==> config.mk <==
export PLATFORM = sky130hd
export DESIGN_NAME = comp_pwm_deadband
export DESIGN_NICKNAME = d
export VERILOG_FILES = /design/src/rtl/dtp_pkg.sv /design/src/rtl/gap_timer.sv /design/src/rtl/edge_seq.sv /design/src/rtl/out_stage.sv /design/src/rtl/comp_pwm_deadband.sv
export SDC_FILE = /design/constraint.sdc
export NUM_CORES = 1
export LEC_CHECK = 0
export CAP_MARGIN = 20
export CORE_ASPECT_RATIO = 1.2
export CORE_MARGIN = 3
export CORE_UTILIZATION = 35
export CTS_CLUSTER_DIAMETER = 120
export DETAILED_ROUTE_END_ITERATION = 10
export DONT_BUFFER_PORTS = 1
export HOLD_SLACK_MARGIN = 0.02
export PLACE_DENSITY = 0.49
export SLEW_MARGIN = 5
export SYNTH_ARGS = -nofsm -noshare
export SYNTH_HDL_FRONTEND = slang
export SYNTH_HIERARCHICAL = 1
export SYNTH_SLANG_ARGS = --single-unit
==> constraint.sdc <==
create_clock -name clk -period 4 [get_ports clk]
set_input_delay 0.6 -clock clk [delete_from_list [all_inputs] [get_ports clk]]
set_output_delay 0.6 -clock clk [all_outputs]
set_load 0.005 [all_outputs]
==> src/rtl/dtp_pkg.sv <==
package dtp_pkg;
  // which output is waiting for its gap to run out
  typedef enum logic {
    WAIT_B = 1'b0,
    WAIT_A = 1'b1
  } wait_e;

  function automatic logic to_pin(input logic active, input logic invert);
    return active ^ invert;
  endfunction
endpackage

==> src/rtl/gap_timer.sv <==
module gap_timer #(
  parameter int GAP_W = 8
) (
  input  logic             clk,
  input  logic             rst,
  input  logic             load_i,
  input  logic [GAP_W-1:0] load_val_i,
  input  logic             tick_i,
  output logic             expire_o
);
  localparam logic [GAP_W-1:0] ONE = GAP_W'(1);

  logic [GAP_W-1:0] cnt_q;

  always_ff @(posedge clk) begin
    if (rst) begin
      cnt_q <= '0;
    end else if (load_i) begin
      cnt_q <= load_val_i;
    end else if (tick_i && (cnt_q != '0)) begin
      cnt_q <= cnt_q - ONE;
    end
  end

  // a fresh load cancels whatever was about to expire
  assign expire_o = !load_i && tick_i && (cnt_q == ONE);
endmodule

==> src/rtl/edge_seq.sv <==
module edge_seq
  import dtp_pkg::*;
#(
  parameter int GAP_W = 8
) (
  input  logic             clk,
  input  logic             rst,
  input  logic             ref_i,
  input  logic             tick_i,
  input  logic [GAP_W-1:0] gap_lo_i,
  input  logic [GAP_W-1:0] gap_hi_i,
  output logic             act_a_o,
  output logic             act_b_o
);
  logic  ref_q, seen_q, edge_w;
  wait_e wait_q;
  logic  act_a_q, act_b_q;
  logic  [GAP_W-1:0] gap_sel;
  logic  gap_zero, expire;

  assign edge_w   = !seen_q || (ref_i != ref_q);
  assign gap_sel  = ref_i ? gap_hi_i : gap_lo_i;
  assign gap_zero = (gap_sel == '0);

  gap_timer #(.GAP_W(GAP_W)) u_timer (
    .clk        (clk),
    .rst        (rst),
    .load_i     (edge_w),
    .load_val_i (gap_sel),
    .tick_i     (tick_i),
    .expire_o   (expire)
  );

  always_ff @(posedge clk) begin
    if (rst) begin
      ref_q   <= 1'b0;
      seen_q  <= 1'b0;
      wait_q  <= WAIT_B;
      act_a_q <= 1'b0;
      act_b_q <= 1'b0;
    end else begin
      seen_q <= 1'b1;
      ref_q  <= ref_i;
      if (edge_w) begin
        wait_q <= ref_i ? WAIT_A : WAIT_B;
        if (ref_i) begin
          act_b_q <= 1'b0;
          act_a_q <= gap_zero;
        end else begin
          act_a_q <= 1'b0;
          act_b_q <= gap_zero;
        end
      end else if (expire) begin
        if (wait_q == WAIT_A) act_a_q <= 1'b1;
        else                  act_b_q <= 1'b1;
      end
    end
  end

  assign act_a_o = act_a_q;
  assign act_b_o = act_b_q;
endmodule

==> src/rtl/out_stage.sv <==
module out_stage
  import dtp_pkg::*;
#(
  parameter int N_OUT = 2
) (
  input  logic             clk,
  input  logic             rst,
  input  logic [N_OUT-1:0] act_i,
  input  logic [N_OUT-1:0] inv_i,
  input  logic [N_OUT-1:0] kill_i,
  output logic [N_OUT-1:0] pin_o
);
  for (genvar g = 0; g < N_OUT; g++) begin : g_ch
    logic pin_q;
    always_ff @(posedge clk) begin
      if (rst)            pin_q <= 1'b0;
      else if (kill_i[g]) pin_q <= inv_i[g];
      else                pin_q <= to_pin(act_i[g], inv_i[g]);
    end
    assign pin_o[g] = pin_q;
  end
endmodule

==> src/rtl/comp_pwm_deadband.sv <==
module comp_pwm_deadband #(
  parameter int GAP_W = 8,
  localparam int WORD_W = 2 * GAP_W
) (
  input  logic              clk,
  input  logic              rst,
  input  logic              tick_i,
  input  logic              ref_i,
  input  logic [WORD_W-1:0] gap_i,
  input  logic              pol_a_i,
  input  logic              pol_b_i,
  input  logic              a_off_i,
  output logic              out_a_o,
  output logic              out_b_o
);
  logic       act_a, act_b;
  logic [1:0] pins;

  edge_seq #(.GAP_W(GAP_W)) u_seq (
    .clk      (clk),
    .rst      (rst),
    .ref_i    (ref_i),
    .tick_i   (tick_i),
    .gap_lo_i (gap_i[GAP_W-1:0]),
    .gap_hi_i (gap_i[WORD_W-1:GAP_W]),
    .act_a_o  (act_a),
    .act_b_o  (act_b)
  );

  out_stage #(.N_OUT(2)) u_out (
    .clk    (clk),
    .rst    (rst),
    .act_i  ({act_b, act_a}),
    .inv_i  ({pol_b_i, pol_a_i}),
    .kill_i ({1'b0, a_off_i}),
    .pin_o  (pins)
  );

  assign out_a_o = pins[0];
  assign out_b_o = pins[1];
endmodule

; After elaboration in Yosys (flattened, before gate mapping)
; Cells that the tools add are included.
[totals]
regBits = 15
input_bits = 23
word_cells = 41
[op_classes]
n_addsub = 1
n_eq_ne = 3
n_mux = 14
n_bitwise = 2
reduce_logical = 13
[ops]
columns = operator, count
row1 = $mux W8, 3
row2 = $mux W1, 11
row3 = $eq A8 B1 Y1 const B, 1
row4 = $logic_not A8 Y1, 1
row5 = $reduce_bool A8 Y1, 1
row6 = $sub A8 B1 Y8 const B, 1
row7 = $reduce_bool A2 Y1, 3
row8 = $reduce_and A2 Y1, 2
row9 = $logic_and A1 B1 Y1, 3
row10 = $logic_not A1 Y1, 2
row11 = $ne A2 B2 Y1 const B, 1
row12 = $xor A1 B1 Y1, 2
row13 = $logic_or A1 B1 Y1, 1
row14 = $ne A1 B1 Y1, 1

; Logic depth before layout (Yosys ltp)
[logic_depth]
depth_word = 7
ltp_mapped = 10

; Modules after synthesis
; The synthesis kept the hierarchy.
[modules_own_cells]
columns = module, instances, cells_each, area_per_inst_um2, seq_area_each_um2
row1 = gap_timer, 1, 63, 550.5, 160.2
row2 = edge_seq, 1, 38, 339.1, 100.1
row3 = out_stage, 1, 12, 117.6, 40.0
row4 = comp_pwm_deadband, 1, 1, 3.8, 0.0

; Worst setup path before layout
; Ideal clock, no wire load.
[synth_path]
path_kind = in2reg
from = input ref_i
to = register u_seq.act_a_q, in the netlist u_seq/act_a_o
setup_ns = 0.060
arrival_ns = 2.192
setup_slack_ns = 1.748
stages = 10
n_path_buf = 2
cell_sequence = xnor2_1 > nand2_1 > clkbuf_1 > inv_1 > clkbuf_1 > nand4b_1 > nor3_1 > a21oi_1 > a2111o_1 > nand2_1
[synth_via]
elab_chain_len = 7
elab_cells_between_ends = 12
classes_between = 1 x eq/ne / 3 x mux / 8 x reduce/logical
[synth_rtl]
columns = item, line
row1 = "start, declared", comp_pwm_deadband.sv:8  ; input logic ref_i,
row2 = $ne A1 B1 Y1, edge_seq.sv:21  ; assign edge_w = !seen_q || (ref_i != ref_q);
row3 = $logic_or A1 B1 Y1, edge_seq.sv:21
row4 = named net u_seq.edge_w, edge_seq.sv:15  ; logic ref_q, seen_q, edge_w;
row5 = $logic_not A1 Y1, gap_timer.sv:26  ; assign expire_o = !load_i && tick_i && (cnt_q == ONE);
row6 = $logic_and A1 B1 Y1 (2 in a row), gap_timer.sv:26
row7 = named net u_seq.expire, edge_seq.sv:19  ; logic gap_zero, expire;
row8 = $reduce_bool A2 Y1 (no source line), -
row9 = $reduce_and A2 Y1 (no source line), -
row10 = "end signal, assigned", edge_seq.sv:48  ; act_a_q <= gap_zero;
row11 = "end, declared", edge_seq.sv:17  ; logic act_a_q, act_b_q;
; The timed path passes the listed nets, and every way through them passes these cells.
; A chain may end at the register's enable or synchronous reset.

; Worst setup path in the final report
[layout_path]
from = register u_seq.ref_q
to = register u_seq.act_a_q, in the netlist u_seq/act_a_o
[layout_via]
elab_chain_len = 7
elab_cells_between_ends = 9
classes_between = 1 x eq/ne / 1 x mux / 7 x reduce/logical
[layout_rtl]
columns = item, line
row1 = "start, declared", edge_seq.sv:15
row2 = "start signal, assigned", edge_seq.sv:43  ; ref_q <= ref_i;
row3 = $ne A1 B1 Y1, edge_seq.sv:21
row4 = $logic_or A1 B1 Y1, edge_seq.sv:21
row5 = named net u_seq.edge_w, edge_seq.sv:15
row6 = $logic_not A1 Y1, gap_timer.sv:26
row7 = $logic_and A1 B1 Y1 (2 in a row), gap_timer.sv:26
row8 = named net u_seq.expire, edge_seq.sv:19
row9 = $reduce_bool A2 Y1 (no source line), -
row10 = $reduce_and A2 Y1 (no source line), -
; The timed path passes the listed nets, and every way through them passes these cells.

==> reports/results.ini <==
[clocking]
clockRootBuffer=clkbuf_4
clock-sinks=15
cts_tree=built
clock_latency_ps=290
cts_hold_buf=0
cts_resized=0
cts_buffers=3
ctsHtreeMaxLevel=1
cts_setup_buffers=0
cts.path.max_buffers=2
clk_pin_slew_worst_paths_ps=90

[timing]
setup_tns_ps=0
setup_violations=0
rsz0062_at_grt=false
fmax_ghz=0.4530
skew_ps=0.4186
fin_hold_ws_ps=362.4
final-hold-violation-count=0
slew-limit-headroom=0.6599
worst_pin_slew_ps=509.0
period_needed_ps=2208
period_share=0.5519
maxSlewViolCount=0

[pwr]
p_leak_uw=0.0003730
cellPowerDensity_mw_per_mm2=325.6
ir_worst_vdd_uv=126.7

[finish]
layout-drive-gt1-share=0.1875
fillers=285
syn2layout_area_growth_pct=3.465
post-route-util=0.3943
fin_nets=139
n_antenna_cell=0

[logic_synthesis]
synth_edf_count=0
yosys_warnings=6
syn-num-nets=140
postSynthCellCount=114
syn_area_mm2=0.001011
synth.distinct_cells=42
synth_area_per_cell_um2=8.868
synth_ff_type=dfxtp_1
ys_seq_area_frac=0.2970
ys_async_sr_fraction=0
yosys_register_bits=15

[critical_path]
crit_chain=xnor2_1 > nand2_1 > inv_1 > nand4b_1 > nor3_1 > a21oi_1 > a2111o_1 > nand2_1
crit_path_top_delay_cell=dfxtp_1
crit_arrival_ps=2440
rr_worst_depth=8
critical-path-top-delay-family=simple AND/OR/NAND/NOR gates
critical_path_cell_count=8
crit_buf_inv=1
startpoint_type=register
crit_fanout=11
path_common_cell=nand2_1
cp.required_ps=4230
critPathCaptureType=register
crit_type=register to register
cp_slowest_stage_delay_ps=440

[routing]
vias=822
avgRoutedWirePerCell_um=16.46
first_pass_iters=4
ant_nets=0
drt-vias-per-instance=5.669
drc=0
drt_iter0_markers=16
wl_mm=2.387

[floorplan]
start_util=0.3811
core_region_area_mm2=0.002653
rows=20
die_h_um=64.88
pin_count=25
dieArea_mm2=0.003572
die_w_um=55.06

[min_path]
min_path_cells=1
min_path_type=primary input to register

[placement]
hpwl_mm=1.885
port_buffers=0
gp_congestion=0.8708

[grt]
grt.total_usage=0.1492
grt_overflow=0
grt_max_degree=20
grt_antenna_before_repair=0
grt_pass1_wl_mm=3.795
grt_pass1_vias=850

[outcome]
status=completed

[job]
drv_cap=0

stage by stage:
stage	worst slack (ps)	cell area, um2	instances	power, uW
5_1_grt	1592	1046	145	363.9
4_1_cts	1819	1046	145	345.6
3_5_place_dp	1619	1018	141	253.2
3_3_place_gp	1730	1018	141	254.1
6_report	1792	1046	145	340.6
2_1_floorplan	1748	1011	114	242.1
worst reg2reg max path: cells and delay by family (launching register included):
kind,cells,cell delay (ps)
compound gates,2,500
xor+xnor,1,190
buf+inv,1,320
flops,1,440
simple gates,4,700
layout by cell type (no fill, tap or decap), drive strengths merged:
cell      n
dfxtp    15
nor2     11
mux2     10
inv       9
nor2b     6
nor4      6
a21oi     5
nor3      5
a211oi    5
xnor2     4
nand2     4
clkbuf    3
ha        3
o2111ai   2
a21boi    2
nor3b     2
clkinv    1
conb      1
a31oi     1
or2       1
a2111o    1
o211ai    1
or4       1
nand4b    1
nand4     1
a31o      1
a311oi    1
nand4bb   1
or4b      1
nand3     1
mux2i     1
o22ai     1
nand3b    1
a221oi    1
nor4b     1
a311o     1
kinds of logic (layout without fill, tap and decap cells):
family                     count (synthesis)  in the layout  share of synthesized area
xor gates and xnor gates                   4              4                    0.03465
and+or+nand+nor                           43             43                     0.2661
DFF                                       15             15                     0.2970
other                                      1              1                   0.003709
adders and majority gates                  3              3                    0.03713
AOI/OAI and AO/OA                         22             22                     0.1659
muxes                                     11             11                     0.1287
buffers and inverters                     15             13                    0.06683
synth_stat cells (3+ instances only):
| cell | n | area share |
|---|---|---|
| nor3_1 | 4 | 0.020 |
| a21oi_1 | 5 | 0.025 |
| nor4_1 | 4 | 0.025 |
| inv_1 | 9 | 0.033 |
| nand2_1 | 4 | 0.015 |
| nor2_1 | 11 | 0.041 |
| mux2_2 | 8 | 0.089 |
| xnor2_1 | 4 | 0.035 |
| buf_4 | 3 | 0.022 |
| a211oi_1 | 4 | 0.030 |
| clkbuf_1 | 3 | 0.011 |
| dfxtp_1 | 15 | 0.30 |
| nor2b_1 | 6 | 0.037 |
| ha_1 | 3 | 0.037 |
where the power goes:
group	total, uW	internal [uW]	switching [uW]
Sequential	175	160	14.3
Combinational	76.2	38.0	38.2
Clock	89.8	37.2	52.6
Total	341	235	105
layout make-up:
type,instances,area (um2),area share
Tap cell,33,41.29,0.03947
Clock buffer,3,22.52,0.02153
Sequential cell,15,300.3,0.2871
Multi-Input combinational cell,84,643.1,0.6148
Inverter,9,33.78,0.03230
Clock inverter,1,5.005,0.004785
state kept, by name, summed over array words and instances, names as in the netlist:
name / count
u_seq/seen_q: 1
u_seq/act_a_o: 1
u_seq/act_b_o: 1
u_out/g_ch.pin_q: 2
u_seq/wait_q: 1
u_seq/ref_q: 1
u_seq/u_timer/cnt_q: 8
per-layer routing:
layer,GRT usage,vias to the layer above,wire length [um]
met3,0.02759,6,131
met1,0.1744,379,1042
met4,0.08815,0,62
li1,-,413,-
met2,0.2426,24,1150
met5,0,-,0
path summary, 6_finish.rpt:
check	startpoint	to	slack (ps)
worst min register to register	u_seq/seen_q	u_seq/act_b_o	550
worst min-delay path	rst	u_seq/seen_q	360
worst max-delay path	u_seq/ref_q	u_seq/act_a_o	1790
worst max register to register	u_seq/ref_q	u_seq/act_a_o	1790
(Power assumes the default switching activity.)
